## config.mk

```make
export PLATFORM = sky130hd
export DESIGN_NAME = fp_cmp_sgnj_unit
export DESIGN_NICKNAME = d
export VERILOG_FILES = /design/src/rtl/fpcmp_pkg.sv /design/src/rtl/fp_fmt_class.sv /design/src/rtl/fp_operand_view.sv /design/src/rtl/fp_order.sv /design/src/rtl/fp_sgnj.sv /design/src/rtl/fp_cmp_sgnj_unit.sv
export SDC_FILE = /design/constraint.sdc
export NUM_CORES = 1
export LEC_CHECK = 0
export ABC_CLOCK_PERIOD_IN_PS = 800
export CELL_PAD_IN_SITES_DETAIL_PLACEMENT = 1
export CELL_PAD_IN_SITES_GLOBAL_PLACEMENT = 2
export CORE_MARGIN = 1.5
export CORE_UTILIZATION = 34
export DETAILED_ROUTE_END_ITERATION = 7
export DONT_BUFFER_PORTS = 1
export PLACE_DENSITY = 0.76
export SLEW_MARGIN = 20
export SYNTH_ARGS = -nofsm -noshare
export SYNTH_HDL_FRONTEND = slang
export SYNTH_HIERARCHICAL = 1
export SYNTH_SLANG_ARGS = --single-unit
export TNS_END_PERCENT = 5
```

## constraint.sdc

```tcl
create_clock -name clk -period 0.8 [get_ports clk]
set_input_delay 0.08 -clock clk [delete_from_list [all_inputs] [get_ports clk]]
set_output_delay 0.08 -clock clk [all_outputs]
set_load 0.01 [all_outputs]
```

## src/rtl/fpcmp_pkg.sv

```systemverilog
package fpcmp_pkg;

    parameter int REG_W   = 64;
    parameter int SP_W    = 32;
    parameter int DP_EXP  = 11;
    parameter int SP_EXP  = 8;
    parameter int FUNC_W  = 3;
    localparam int MAG_W  = REG_W - 1;

    localparam logic [REG_W-1:0] CANON_DP = 64'h7FF8_0000_0000_0000;
    localparam logic [REG_W-1:0] CANON_SP = 64'h0000_0000_7FC0_0000;

    typedef enum logic [1:0] {
        GRP_SGNJ   = 2'd0,
        GRP_MINMAX = 2'd1,
        GRP_CMP    = 2'd2,
        GRP_RSVD   = 2'd3
    } grp_e;

    typedef struct packed {
        logic             sign;
        logic             nan;
        logic             snan;
        logic             zero;
        logic [MAG_W-1:0] mag;
    } opinfo_t;

    typedef struct packed {
        logic             valid;
        logic [REG_W-1:0] result;
        logic             invalid;
    } stage_t;

endpackage

```

## src/rtl/fp_fmt_class.sv

```systemverilog
module fp_fmt_class #(
    parameter int W  = 64,
    parameter int EW = 11
) (
    input  logic [W-1:0] x,
    output logic         sign,
    output logic         nan,
    output logic         snan,
    output logic         zero,
    output logic [W-2:0] mag
);
    localparam int FW = W - EW - 1;

    logic [EW-1:0] exp_f;
    logic [FW-1:0] frac_f;

    always_comb begin
        exp_f  = x[W-2 -: EW];
        frac_f = x[FW-1:0];
        sign   = x[W-1];
        mag    = x[W-2:0];
        nan    = (&exp_f) && (|frac_f);
        snan   = nan && !frac_f[FW-1];
        zero   = ~|x[W-2:0];
    end
endmodule

```

## src/rtl/fp_operand_view.sv

```systemverilog
module fp_operand_view
    import fpcmp_pkg::*;
(
    input  logic             is_double,
    input  logic [REG_W-1:0] val,
    output opinfo_t          info
);
    localparam int SP_MAG = SP_W - 1;

    logic             dp_sign, dp_nan, dp_snan, dp_zero;
    logic [MAG_W-1:0] dp_mag;
    logic             sp_sign, sp_nan, sp_snan, sp_zero;
    logic [SP_MAG-1:0] sp_mag;

    fp_fmt_class #(.W(REG_W), .EW(DP_EXP)) u_dp (
        .x(val), .sign(dp_sign), .nan(dp_nan), .snan(dp_snan),
        .zero(dp_zero), .mag(dp_mag)
    );

    fp_fmt_class #(.W(SP_W), .EW(SP_EXP)) u_sp (
        .x(val[SP_W-1:0]), .sign(sp_sign), .nan(sp_nan), .snan(sp_snan),
        .zero(sp_zero), .mag(sp_mag)
    );

    always_comb begin
        if (is_double) begin
            info = '{sign: dp_sign, nan: dp_nan, snan: dp_snan,
                     zero: dp_zero, mag: dp_mag};
        end else begin
            info = '{sign: sp_sign, nan: sp_nan, snan: sp_snan,
                     zero: sp_zero, mag: {{(MAG_W-SP_MAG){1'b0}}, sp_mag}};
        end
    end
endmodule

```

## src/rtl/fp_order.sv

```systemverilog
module fp_order
    import fpcmp_pkg::*;
(
    input  opinfo_t a,
    input  opinfo_t b,
    output logic    lt_total,
    output logic    lt_num,
    output logic    eq_num
);
    logic both_zero;
    logic mag_lt, mag_gt, mag_eq;

    always_comb begin
        both_zero = a.zero && b.zero;
        mag_lt    = a.mag < b.mag;
        mag_gt    = a.mag > b.mag;
        mag_eq    = a.mag == b.mag;
        if (a.sign != b.sign) begin
            lt_total = a.sign;
        end else if (a.sign) begin
            lt_total = mag_gt;
        end else begin
            lt_total = mag_lt;
        end
        lt_num = lt_total && !both_zero;
        eq_num = both_zero || ((a.sign == b.sign) && mag_eq);
    end
endmodule

```

## src/rtl/fp_sgnj.sv

```systemverilog
module fp_sgnj
    import fpcmp_pkg::*;
(
    input  logic              is_double,
    input  logic [FUNC_W-1:0] func,
    input  logic              sign_a,
    input  logic              sign_b,
    input  logic [MAG_W-1:0]  mag_a,
    output logic              supported,
    output logic [REG_W-1:0]  res
);
    logic new_sign;

    always_comb begin
        supported = 1'b1;
        case (func)
            3'd0:    new_sign = sign_b;
            3'd1:    new_sign = ~sign_b;
            3'd2:    new_sign = sign_a ^ sign_b;
            default: begin
                new_sign  = 1'b0;
                supported = 1'b0;
            end
        endcase
        if (!supported) begin
            res = '0;
        end else if (is_double) begin
            res = {new_sign, mag_a};
        end else begin
            res = {{(REG_W-SP_W){1'b0}}, new_sign, mag_a[SP_W-2:0]};
        end
    end
endmodule

```

## src/rtl/fp_cmp_sgnj_unit.sv

```systemverilog
module fp_cmp_sgnj_unit
    import fpcmp_pkg::*;
(
    input  logic              clk,
    input  logic              rst_n,
    input  logic              in_valid,
    input  logic              is_double,
    input  logic [1:0]        op_group,
    input  logic [FUNC_W-1:0] func,
    input  logic [REG_W-1:0]  src_a,
    input  logic [REG_W-1:0]  src_b,
    output logic              out_valid,
    output logic [REG_W-1:0]  result,
    output logic              invalid_flag
);
    opinfo_t          va, vb;
    logic             lt_total, lt_num, eq_num;
    logic             sgnj_ok;
    logic [REG_W-1:0] sgnj_res;
    logic [REG_W-1:0] a_word, b_word, canon;
    grp_e             grp;
    stage_t           st_d, st_q;

    fp_operand_view u_view_a (.is_double(is_double), .val(src_a), .info(va));
    fp_operand_view u_view_b (.is_double(is_double), .val(src_b), .info(vb));

    fp_order u_order (
        .a(va), .b(vb), .lt_total(lt_total), .lt_num(lt_num), .eq_num(eq_num)
    );

    fp_sgnj u_sgnj (
        .is_double(is_double), .func(func), .sign_a(va.sign), .sign_b(vb.sign),
        .mag_a(src_a[MAG_W-1:0]), .supported(sgnj_ok), .res(sgnj_res)
    );

    always_comb begin
        grp    = grp_e'(op_group);
        a_word = is_double ? src_a : {{(REG_W-SP_W){1'b0}}, src_a[SP_W-1:0]};
        b_word = is_double ? src_b : {{(REG_W-SP_W){1'b0}}, src_b[SP_W-1:0]};
        canon  = is_double ? CANON_DP : CANON_SP;

        st_d       = st_q;
        st_d.valid = in_valid;
        if (in_valid) begin
            st_d.result  = '0;
            st_d.invalid = 1'b0;
            case (grp)
                GRP_SGNJ: begin
                    st_d.result = sgnj_res;
                end
                GRP_MINMAX: begin
                    if (func <= 3'd1) begin
                        st_d.invalid = va.snan || vb.snan;
                        if (va.nan && vb.nan) begin
                            st_d.result = canon;
                        end else if (va.nan) begin
                            st_d.result = b_word;
                        end else if (vb.nan) begin
                            st_d.result = a_word;
                        end else if (func == 3'd0) begin
                            st_d.result = lt_total ? a_word : b_word;
                        end else begin
                            st_d.result = lt_total ? b_word : a_word;
                        end
                    end
                end
                GRP_CMP: begin
                    case (func)
                        3'd0: begin
                            st_d.invalid   = va.nan || vb.nan;
                            st_d.result[0] = !st_d.invalid && (lt_num || eq_num);
                        end
                        3'd1: begin
                            st_d.invalid   = va.nan || vb.nan;
                            st_d.result[0] = !st_d.invalid && lt_num;
                        end
                        3'd2: begin
                            st_d.invalid   = va.snan || vb.snan;
                            st_d.result[0] = !va.nan && !vb.nan && eq_num;
                        end
                        default: ;
                    endcase
                end
                default: ;
            endcase
        end
    end

    always_ff @(posedge clk or negedge rst_n) begin
        if (!rst_n) begin
            st_q <= '0;
        end else begin
            st_q <= st_d;
        end
    end

    assign out_valid    = st_q.valid;
    assign result       = st_q.result;
    assign invalid_flag = st_q.invalid;


    valid_follow_chk: assert property (@(posedge clk) disable iff (!rst_n)
        out_valid == ($past(in_valid) && $past(rst_n)));


    idle_hold_chk: assert property (@(posedge clk) disable iff (!rst_n)
        (!$past(in_valid) && $past(rst_n)) |-> ($stable(result) && $stable(invalid_flag)));


    sgnj_quiet_chk: assert property (@(posedge clk) disable iff (!rst_n)
        (in_valid && op_group == 2'd0) |=> !invalid_flag);


    cmp_bit0_chk: assert property (@(posedge clk) disable iff (!rst_n)
        (in_valid && op_group == 2'd2) |=> (result[REG_W-1:1] == '0));


    unordered_chk: assert property (@(posedge clk) disable iff (!rst_n)
        (in_valid && op_group == 2'd2 && func <= 3'd1 && (va.nan || vb.nan))
        |=> (invalid_flag && result == '0));


    eq_quiet_chk: assert property (@(posedge clk) disable iff (!rst_n)
        (in_valid && op_group == 2'd2 && func == 3'd2 && !va.snan && !vb.snan)
        |=> !invalid_flag);


    both_nan_chk: assert property (@(posedge clk) disable iff (!rst_n)
        (in_valid && op_group == 2'd1 && func <= 3'd1 && va.nan && vb.nan)
        |=> (result == ($past(is_double) ? CANON_DP : CANON_SP)));


    sp_upper_chk: assert property (@(posedge clk) disable iff (!rst_n)
        (in_valid && !is_double) |=> (result[REG_W-1:SP_W] == '0));

endmodule

```

# Word-level counts from Yosys, hierarchy flattened
# Cells that the tools add are included.
# word_totals
register_bits	66
latchBits	0
mem_bits_rw	0
mem_bits_ro	0
out_inout_bits	66
word_cells	84
n_memories	0
# classes
n_addsub	0
mul	0
div_mod_pow	0
order_cmp	3
eq_ne	7
shifts	0
muxes	22
bitwise	2
reduce_logical	47
# op_table
cell	count
64-bit 2-to-1 mux	10
67-bit 2-to-1 mux	2
63-bit case mux with 2 select lines	1
63-bit OR reduction	2
52-bit OR reduction	2
65-bit 2-to-1 mux	1
63-bit == test	1
63-bit > comparator	1
63-bit < comparator	1
63-bit 2-to-1 mux	1
31-bit OR reduction	2
23-bit OR reduction	2
11-bit AND reduction	2
1-bit logical AND	16
8-bit AND reduction	2
1-bit logical NOT	12
1-bit case mux with 3 select lines	2
2-bit case mux with 3 select lines	1
1-bit logical OR	4
3-bit by 1-bit == test with 1-bit output (second input constant)	1
3-bit by 2-bit == test with 1-bit output (second input constant)	1
3-bit by 1-bit less-or-equal comparator with 1-bit output (second input constant)	1
3-bit logical NOT	1
1-bit 2-to-1 mux	3
other kinds (9)	9

# Logic depth before layout (Yosys ltp)
# Gate-level depths: netlist (run 1).
# logic_depth
word_depth	14
depth_mapped	18
ltp_nobuf	14

# By module
# Netlist (run 1), hierarchy kept.
# by_module_without_submodules
mod	n_inst	cells_each	area_per_inst_um2	seq_area_each_um2
fp_cmp_sgnj_unit	1	546	4232.8	1651.6
fp_order	1	233	1657.8	0.0
fp_fmt_class (u_view_a.u_dp ...)	2	93	670.6	0.0
fp_operand_view	2	74	646.9	0.0
fp_fmt_class (u_view_a.u_sp ...)	2	47	347.8	0.0
fp_sgnj	1	80	564.3	0.0

# Least setup slack after synthesis (run 1)
# No wires, ideal clock.
# synth_timing
path_kind	input to register
from	input port is_double
to	register st_q, in the netlist result[42]
t_arrival_ns	3.447
t_required_ns	0.668
slack_ns	-2.779
stages	17
n_path_buf	4
path_cell_list	buf_4 -> buf_4 -> and2_1 -> ha_1 -> a21o_1 -> a21o_1 -> a221oi_2 -> o31ai_1 -> a2111oi_4 -> nand3_1 -> and3_2 -> or4_4 -> buf_6 -> a21o_1 -> buf_2 -> a32oi_1 -> o21ai_1
# synth_lines
item	line	source
from (decl)	fp_cmp_sgnj_unit.sv:7	input logic is_double,
to (signal assigned)	fp_cmp_sgnj_unit.sv:93	st_q <= st_d;
to (decl)	fp_cmp_sgnj_unit.sv:22	stage_t st_d, st_q;

# Worst setup path in the final report (run 1)
# layout_timing
from	input port is_double
to	register st_q, in the netlist result[46]
# layout_between
elab_chain_len	11
# layout_rtl
item	line	source
67-bit 2-to-1 mux	fp_operand_view.sv:26	if (is_double) begin
63-bit < comparator or 63-bit > comparator (tied branches)	fp_order.sv:15, fp_order.sv:16	
1-bit 2-to-1 mux	fp_order.sv:20	end else if (a.sign) begin
1-bit 2-to-1 mux *	fp_order.sv:18	if (a.sign != b.sign) begin
named net lt_total	fp_cmp_sgnj_unit.sv:17	logic lt_total, lt_num, eq_num;
64-bit 2-to-1 mux (on tied branches)	fp_cmp_sgnj_unit.sv:63, fp_cmp_sgnj_unit.sv:61	
64-bit 2-to-1 mux *	fp_cmp_sgnj_unit.sv:60	end else if (func == 3'd0) begin
64-bit 2-to-1 mux *	fp_cmp_sgnj_unit.sv:58	end else if (vb.nan) begin
64-bit 2-to-1 mux *	fp_cmp_sgnj_unit.sv:56	end else if (va.nan) begin
64-bit 2-to-1 mux *	fp_cmp_sgnj_unit.sv:54	if (va.nan && vb.nan) begin
65-bit 2-to-1 mux *	fp_cmp_sgnj_unit.sv:52	if (func <= 3'd1) begin
63-bit case mux with 2 select lines *	fp_cmp_sgnj_unit.sv:47	case (grp)
# The timed path passes the listed nets; every way through them passes the cells marked *.
# A chain may end at the register's enable or synchronous reset.

==> metrics.md, run 1 <==
| Metric | Value |
|---|---|
| Status | `finished, violations left` |
| Violated checks | `hold timing, setup timing` |
| Routed len/inst | `roughly 23 microns` |
| Layout Skew | `0 ns` |
| TritonCTS buffer count | `9` |
| Final instance area | `11900 sq um` |
| Overall power | `between 0.01 and 0.015 W` |
| Row cnt | `61` |
| Primary FF master, synth | `dfrtp_1` |
| Register-to-Register Setup Slack | `-0.14 ns` |
| Nets@finish | `roughly 1500` |
| Post-synth cell types | `58` |
| CTS max path bufs | `2` |
| N_diodes | `0` |
| Top Ports | `203` |
| Worst Path Arrival | `about 3.6 ns` |
| VDD IR max | `between 0.7 and 0.8 mV` |
| Top post-synthesis cells by area | `dfrtp_1, buf_4, ha_1, mux2_2, nand2_1` |
| CP startpoint kind | `input port` |
| Yosys top cell by area | `dfrtp_1` |
| Clock transition at the registers of the reported paths | `~0.070 ns` |
| Initial antenna violation count | `0` |
| Synth top area share | `around 17%` |
| Max Freq | `303 MHz` |
| Slew @ Worst Pin | `1.02 ns` |
| Synth Net Count | `1491` |
| Drt via density | `about 5.6` |
| Yosys warning count | `6` |
| H-tree depth | `3` |
| Leading cell types by count after synthesis | `buf_4, nand2_1, and2_1` |
| Final Max Slew Viols | `0` |
| RePlAce Congestion | `between 0.8 and 0.9` |
| Vias in the first global route | `around 9700` |
| Die area | `29800 sq um` |
| Port bufs | `0` |
| Antenna Nets Post-Route | `0` |
| Ys async rst share | `100%` |
| RR Startpoint | `result[53]` |
| Min-Delay Path Class | `in -> async` |
| CP endpoint kind | `register` |
| DIE WIDTH | `~170 microns` |
| CTS tree | `built` |
| Final min period | `~3.3 ns` |
| Core box area | `~28000 sq um` |
| Fin Setup TNS | `-163.80 ns` |
| Root buffer cell | `clkbuf_16` |
| Latest clock arrival within the worst-skew pair | `0.34 ns` |
| Final Hold Viols | `between 90 and 100` |
| FF-to-FF path depth | `3` |
| Worst Path Class, Setup | `in -> reg` |
| Leak | `4.95 nW` |
| Sink Count | `66` |
| Starting DRT DRC Count | `545` |
| Syn Inst Count | `roughly 1300` |
| Required time worst endpoint | `roughly 1.1 ns` |
| Worst reg2reg endpoint | `result[53]` |
| Relative slew slack | `a little under a third` |
| Post-route setup slack | `-2.50 ns` |
| Area grow syn2layout | `21.4%` |
| Final setup violation count | `~130` |
| Layout cells sized above 1 | `26.1%` |
| Register area share after synthesis | `16.9%` |
| Post-synth EDFFs | `0` |
| Largest net degree at the start of global routing | `185` |
| Mapped Area | `between 9000 and 10000 sq um` |
| Routed WL | `a little under 40000 microns` |
| Placed Area | `around 9700 sq um` |
| WHS | `-0.590 ns` |
| First-pass DRT Iterations | `5` |
| First-pass GRT wire length | `approximately 59000 microns` |
| Cell area power density | `roughly 1200 nW/um^2` |
| Fin crit share | `413%` |
| Post-DP HPWL | `approximately 26000 microns` |
| DRC violations left | `0` |
| RSZ-0062 raised after global routing | `true` |
| Gr usage total | `between 20% and 30%` |
| Syn Area/Cell | `~7.6 sq um` |
| Die height | `between 150 and 200 microns` |
| Max-capacitance violation count | `0` |
| Global route total overflow | `0` |
| #FFs+latches synth | `66` |
| Initial cell density of the core | `a little over a third` |
| Count leader, synth | `buf_4` |
| Total number of vias | `9394` |
| Largest fanout on the critical path | `around 180` |
## through the flow
step | utilization, % | hold slack, ns | std cells | setup WS [ns]
6_report | 42.3 | -0.590 | 1666 | -2.50
3_3_place_gp | 34.4 | -0.210 | 1536 | -2.71
5_1_grt | 42.3 | -0.601 | 1666 | -2.46
3_5_place_dp | 34.4 | -0.210 | 1536 | -2.82
2_1_floorplan | - | -0.216 | 1287 | -2.45
4_1_cts | 40.9 | -0.601 | 1642 | -2.26
## metal layers
layer | GRT usage, % | share of wire [%]
met1 | 31.3 | 44
met2 | 44.6 | 50
met3 | 4.82 | 5.1
met4 | 5.04 | 1.5
met5 | 0 | 0
## worst max path at each step
stage | start | to | slack (ns) | depth (start not counted)
global route | is_double | result[46] | -2.46 | 17
floorplan | is_double | result[42] | -2.45 | 18
global placement | is_double | result[16] | -2.71 | 15
finish | is_double | result[46] | -2.50 | 17
CTS | is_double | result[38] | -2.26 | 17
detailed placement | is_double | result[42] | -2.82 | 15
## cell families (layout without fill, tap and decap cells)
| group | count (synthesis) | count (layout) | share of synthesized area, % |
|---|---|---|---|
| adders and majority gates | 67 | 67 | 8.57 |
| muxes | 71 | 71 | 8.16 |
| xor gates and xnor gates | 2 | 2 | 0.179 |
| AOI/OAI and AO/OA | 277 | 277 | 19.0 |
| and+or+nand+nor | 461 | 461 | 25.3 |
| buffers and inverters | 343 | 344 | 21.9 |
| DFF | 66 | 66 | 16.9 |
## cell type report
class | count | area [sq um]
Timing Repair Buffer | 253 | 2680
Sequential cell | 66 | 1650
Inverter | 75 | 284
Clock inverter | 6 | 67.6
Multi-Input combinational cell | 878 | 6490
Tap cell | 378 | 473
Clock buffer | 10 | 229
Fill cell | 3396 | 16200
## registers in the layout (all words and copies together) (netlist names)
signal,cells
invalid_flag,1
result,64
out_valid,1
## critical path, cell delays in order
cell and delay, ns:
and2_4 0.26, inv_4 0.05, ha_4 0.19, a21o_1 0.16
a21o_1 0.18, a221oi_2 0.27, o31ai_2 0.11, a2111oi_4 0.43
nand3_2 0.13, and3_4 0.18, or4_4 0.43, buf_6 0.14
a311oi_4 0.32, buf_6 0.18, buf_12 0.13, a32oi_1 0.06
o21ai_1 0.14
## where the power goes
part	leakage, nW	internal [W]	switching (W)
Clock	0.139	0.00243	0.00188
Sequential	0.818	0.00362	0.000213
Combinational	3.99	0.00310	0.00260
Total	4.95	0.00915	0.00469
## layout by cell type (no fill, tap or decap), drive strengths merged, types with 3 or more instances in the layout
cell type | netlist | final
nand2 | 166 | 166
buf | 230 | 155
o21ai | 99 | 99
dlygate4sd3 | 0 | 98
and2 | 95 | 95
inv | 75 | 75
mux2 | 70 | 70
ha | 67 | 67
dfrtp | 66 | 66
a21oi | 52 | 52
o211ai | 44 | 44
nor4 | 44 | 44
nand4 | 40 | 40
and3 | 32 | 32
a21o | 24 | 24
nor3 | 22 | 22
nor2 | 21 | 21
a32oi | 20 | 20
nand3 | 14 | 14
a311o | 12 | 12
clkbuf | 38 | 10
and4 | 7 | 7
a221oi | 5 | 5
or4 | 5 | 5
o31ai | 5 | 5
nand2b | 4 | 4
a211oi | 4 | 4
a2111oi | 4 | 4
o22ai | 3 | 3
clkinv | 0 | 3
a31oi | 3 | 3
## repair_timing
item	CTS	global route
endpoints found under the setup margin	131	131
hold endpoints to repair	132	117
gates cloned	4	0
pin swaps	33	40
gates resized for setup	131	38
hold buffers	74	24
buffers inserted	12	3
No activity file was read; power rests on OpenSTA's default activity.
==> inputs of run 2 (changes only) <==
--- a/config.mk
+++ b/config.mk
@@ -12,6 +12,7 @@
 export CORE_UTILIZATION = 34
 export DETAILED_ROUTE_END_ITERATION = 7
 export DONT_BUFFER_PORTS = 1
+export MAX_ROUTING_LAYER = met4
 export PLACE_DENSITY = 0.76
 export SLEW_MARGIN = 20
 export SYNTH_ARGS = -nofsm -noshare
==> run 2 against run 1 <==
  * Largest power group unchanged
  * The flow still finishes with violations (hold timing, setup timing)
  * Sequential share of layout area hardly changed
  * Hold slack better by 0.0087 ns
  * Final cell count is 0.12% higher
  * Power is 0.31% lower
  * Routed wire length hardly changed
==> metrics.md, run 2 (same netlist as run 1, synthesis figures left out) <==
| Metric | Value |
|---|---|
| CP startpoint kind | `input port` |
| Layout Skew | `0 ns (unchanged)` |
| Placed Area | `9650 sq um (unchanged)` |
| Worst Path Class, Setup | `in -> reg` |
| Total number of vias | `9375 (-0.20%)` |
| Layout cells sized above 1 | `26.0% (-0.12 points)` |
| Row cnt | `61 (unchanged)` |
| Die height | `173 microns (unchanged)` |
| Crit-path max cell delay | `0.43 ns (about the same)` |
| Post-route setup slack | `-2.57 ns (-0.0650 ns)` |
| Violated checks | `hold timing, setup timing` |
| Global route total overflow | `0 (unchanged)` |
| Max-capacitance violation count | `0 (unchanged)` |
| First-pass GRT wire length | `58700 microns (about the same)` |
| Drt via density | `5.62 (-0.32%)` |
| Fill cells | `3391 (-0.15%)` |
| Top Ports | `203 (unchanged)` |
| DRC violations left | `0 (unchanged)` |
| DIE WIDTH | `173 microns (unchanged)` |
| Clock transition at the registers of the reported paths | `0.07 ns (about the same)` |
| Worst Path Buf+Inv | `4 (unchanged)` |
| RePlAce Congestion | `0.857 (+1.6%)` |
| Relative slew slack | `31.7% (+0.15 points)` |
| Routed len/inst | `23.0 microns (-0.11%)` |
| Final instance area | `11900 sq um (about the same)` |
| CP max-delay cell | `a2111oi_4` |
| Starting DRT DRC Count | `530 (-2.8%)` |
| VDD IR max | `0.741 mV (-0.33%)` |
| N_diodes | `0 (unchanged)` |
| Final min period | `3.37 ns (+0.0650 ns)` |
| Antenna Nets Post-Route | `0 (unchanged)` |
| Status | `finished, violations left` |
| Largest register FFs | `64 (unchanged)` |
| Root buffer cell | `clkbuf_16` |
| Nets@finish | `1489 (+0.13%)` |
| Die area | `29800 sq um (unchanged)` |
| CTS max path bufs | `2 (unchanged)` |
| Required time worst endpoint | `1.07 ns (about the same)` |
| Min-Delay Path Class | `in -> async` |
| Initial cell density of the core | `34.8% (unchanged)` |
| RSZ-0062 raised after global routing | `true` |
| CTS tree | `built` |
| Worst Path Arrival | `3.64 ns (+0.06 ns)` |
| Vias in the first global route | `9668 (+0.13%)` |
| Initial antenna violation count | `0 (unchanged)` |
| Gr usage total | `25.8% (+0.79 points)` |
| Final setup violation count | `131 (unchanged)` |
| Latest clock arrival within the worst-skew pair | `0.34 ns (about the same)` |
| H-tree depth | `3 (unchanged)` |
| Sink Count | `66 (unchanged)` |
| Flip-flop and latch area | `1650 sq um (unchanged)` |
| Leak | `4.95 nW (+0.12%)` |
| Utilization after layout | `42.3% (about the same)` |
| Largest fanout on the critical path | `184 (unchanged)` |
| Overall power | `0.0138 W (-0.31%)` |
| Area of the multi-input gates | `6470 sq um (-0.23%)` |
| Max Freq | `297 MHz (-1.9%)` |
| Area grow syn2layout | `21.4% (about the same)` |
| First-pass DRT Iterations | `4 (-1)` |
| Final Max Slew Viols | `0 (unchanged)` |
| CP delay by family, top | `compound AO/OA/AOI/OAI gates` |
| Core box area | `28100 sq um (unchanged)` |
| Routed WL | `38400 microns (about the same)` |
| Post-DP HPWL | `25700 microns (unchanged)` |
| Port bufs | `0 (unchanged)` |
| Crit path cell chain | `and2_4 -> inv_4 -> ha_4 -> a21o_1 -> a21o_1 -> a221oi_2 -> o31ai_2 -> a2111oi_4 -> nand3_2 -> and3_4 -> or4_4 -> buf_6 -> a311oi_4 -> buf_6 -> buf_12 -> a32oi_1 -> o21ai_1` |
| Fin crit share | `421% (+8.1 points)` |
| WHS | `-0.582 ns (+0.00871 ns)` |
| CP endpoint kind | `register` |
| Cell area power density | `1160 nW/um^2 (-0.35%)` |
| Most frequent cells in the layout | `nand2_1, dlygate4sd3_1, and2_1` |
| Slew @ Worst Pin | `1.02 ns (-0.00217 ns)` |
| Largest net degree at the start of global routing | `185 (unchanged)` |
| Commonest non-fill, non-tap cell in the layout | `nand2_1` |
| TritonCTS buffer count | `9 (unchanged)` |
| Final Hold Viols | `100 (+1.0%)` |
run 2: metrics by stage:
step	setup WS (ns)	hold slack [ns]	instances	setup TNS (ns)
floorplan	-2.45	-0.216	1287	-155.93
global placement	-2.71	-0.210	1536	-173.53
detailed placement	-2.82	-0.210	1536	-178.18
CTS	-2.26	-0.601	1642	-154.54
global route	-2.48	-0.599	1668	-163.34
finish	-2.57	-0.582	1668	-168.15
run 2: metal layers:
metal | share of wire [%] | global-route usage (%) | vias up
met1 | 44 | 31.4 | 4721
met2 | 50 | 44.5 | 234
met3 | 5.0 | 4.88 | 33
met4 | 1.2 | 5.04 | 0
li1 | - | - | 4387
met5 | 0 | - | -
run 2: worst paths after layout:
path / end / slack [ns] / cells after the start / startpoint
setup reg to reg: result[53] / -0.14 / 3 / result[53]
hold / removal: result[11] / -0.58 / 0 / rst_n
max in group asynchronous: result[44] / 1.24 / 0 / rst_n
min in group clk: out_valid / -0.25 / 0 / in_valid
hold reg to reg: result[22] / 0.54 / 2 / result[22]
setup / recovery: result[46] / -2.57 / 17 / is_double
run 2: area by class of cell:
class / instances / area share [%]
clock buffers: 10 / 1.93
clock inverters: 6 / 0.569
inverters: 75 / 2.39
multi-input cells: 878 / 54.5
flip-flops and latches: 66 / 13.9
well taps: 378 / 3.98
repair buffers: 255 / 22.8
run 2: timing repair:
item                                   in CTS  in global routing
hold buffers                               74                 26
setup endpoints to repair                 131                131
pin swaps                                  33                 39
resized for setup                         131                 37
endpoints found under the hold margin     132                114
cloned                                      4                  0
setup buffers                              12                  3
run 2: power breakdown:
part	switching, W	total, W	internal, W
clock network	0.00186	0.00428	0.00243
registers	0.000212	0.00383	0.00362
logic	0.00258	0.00568	0.00310
total	0.00465	0.0138	0.00915
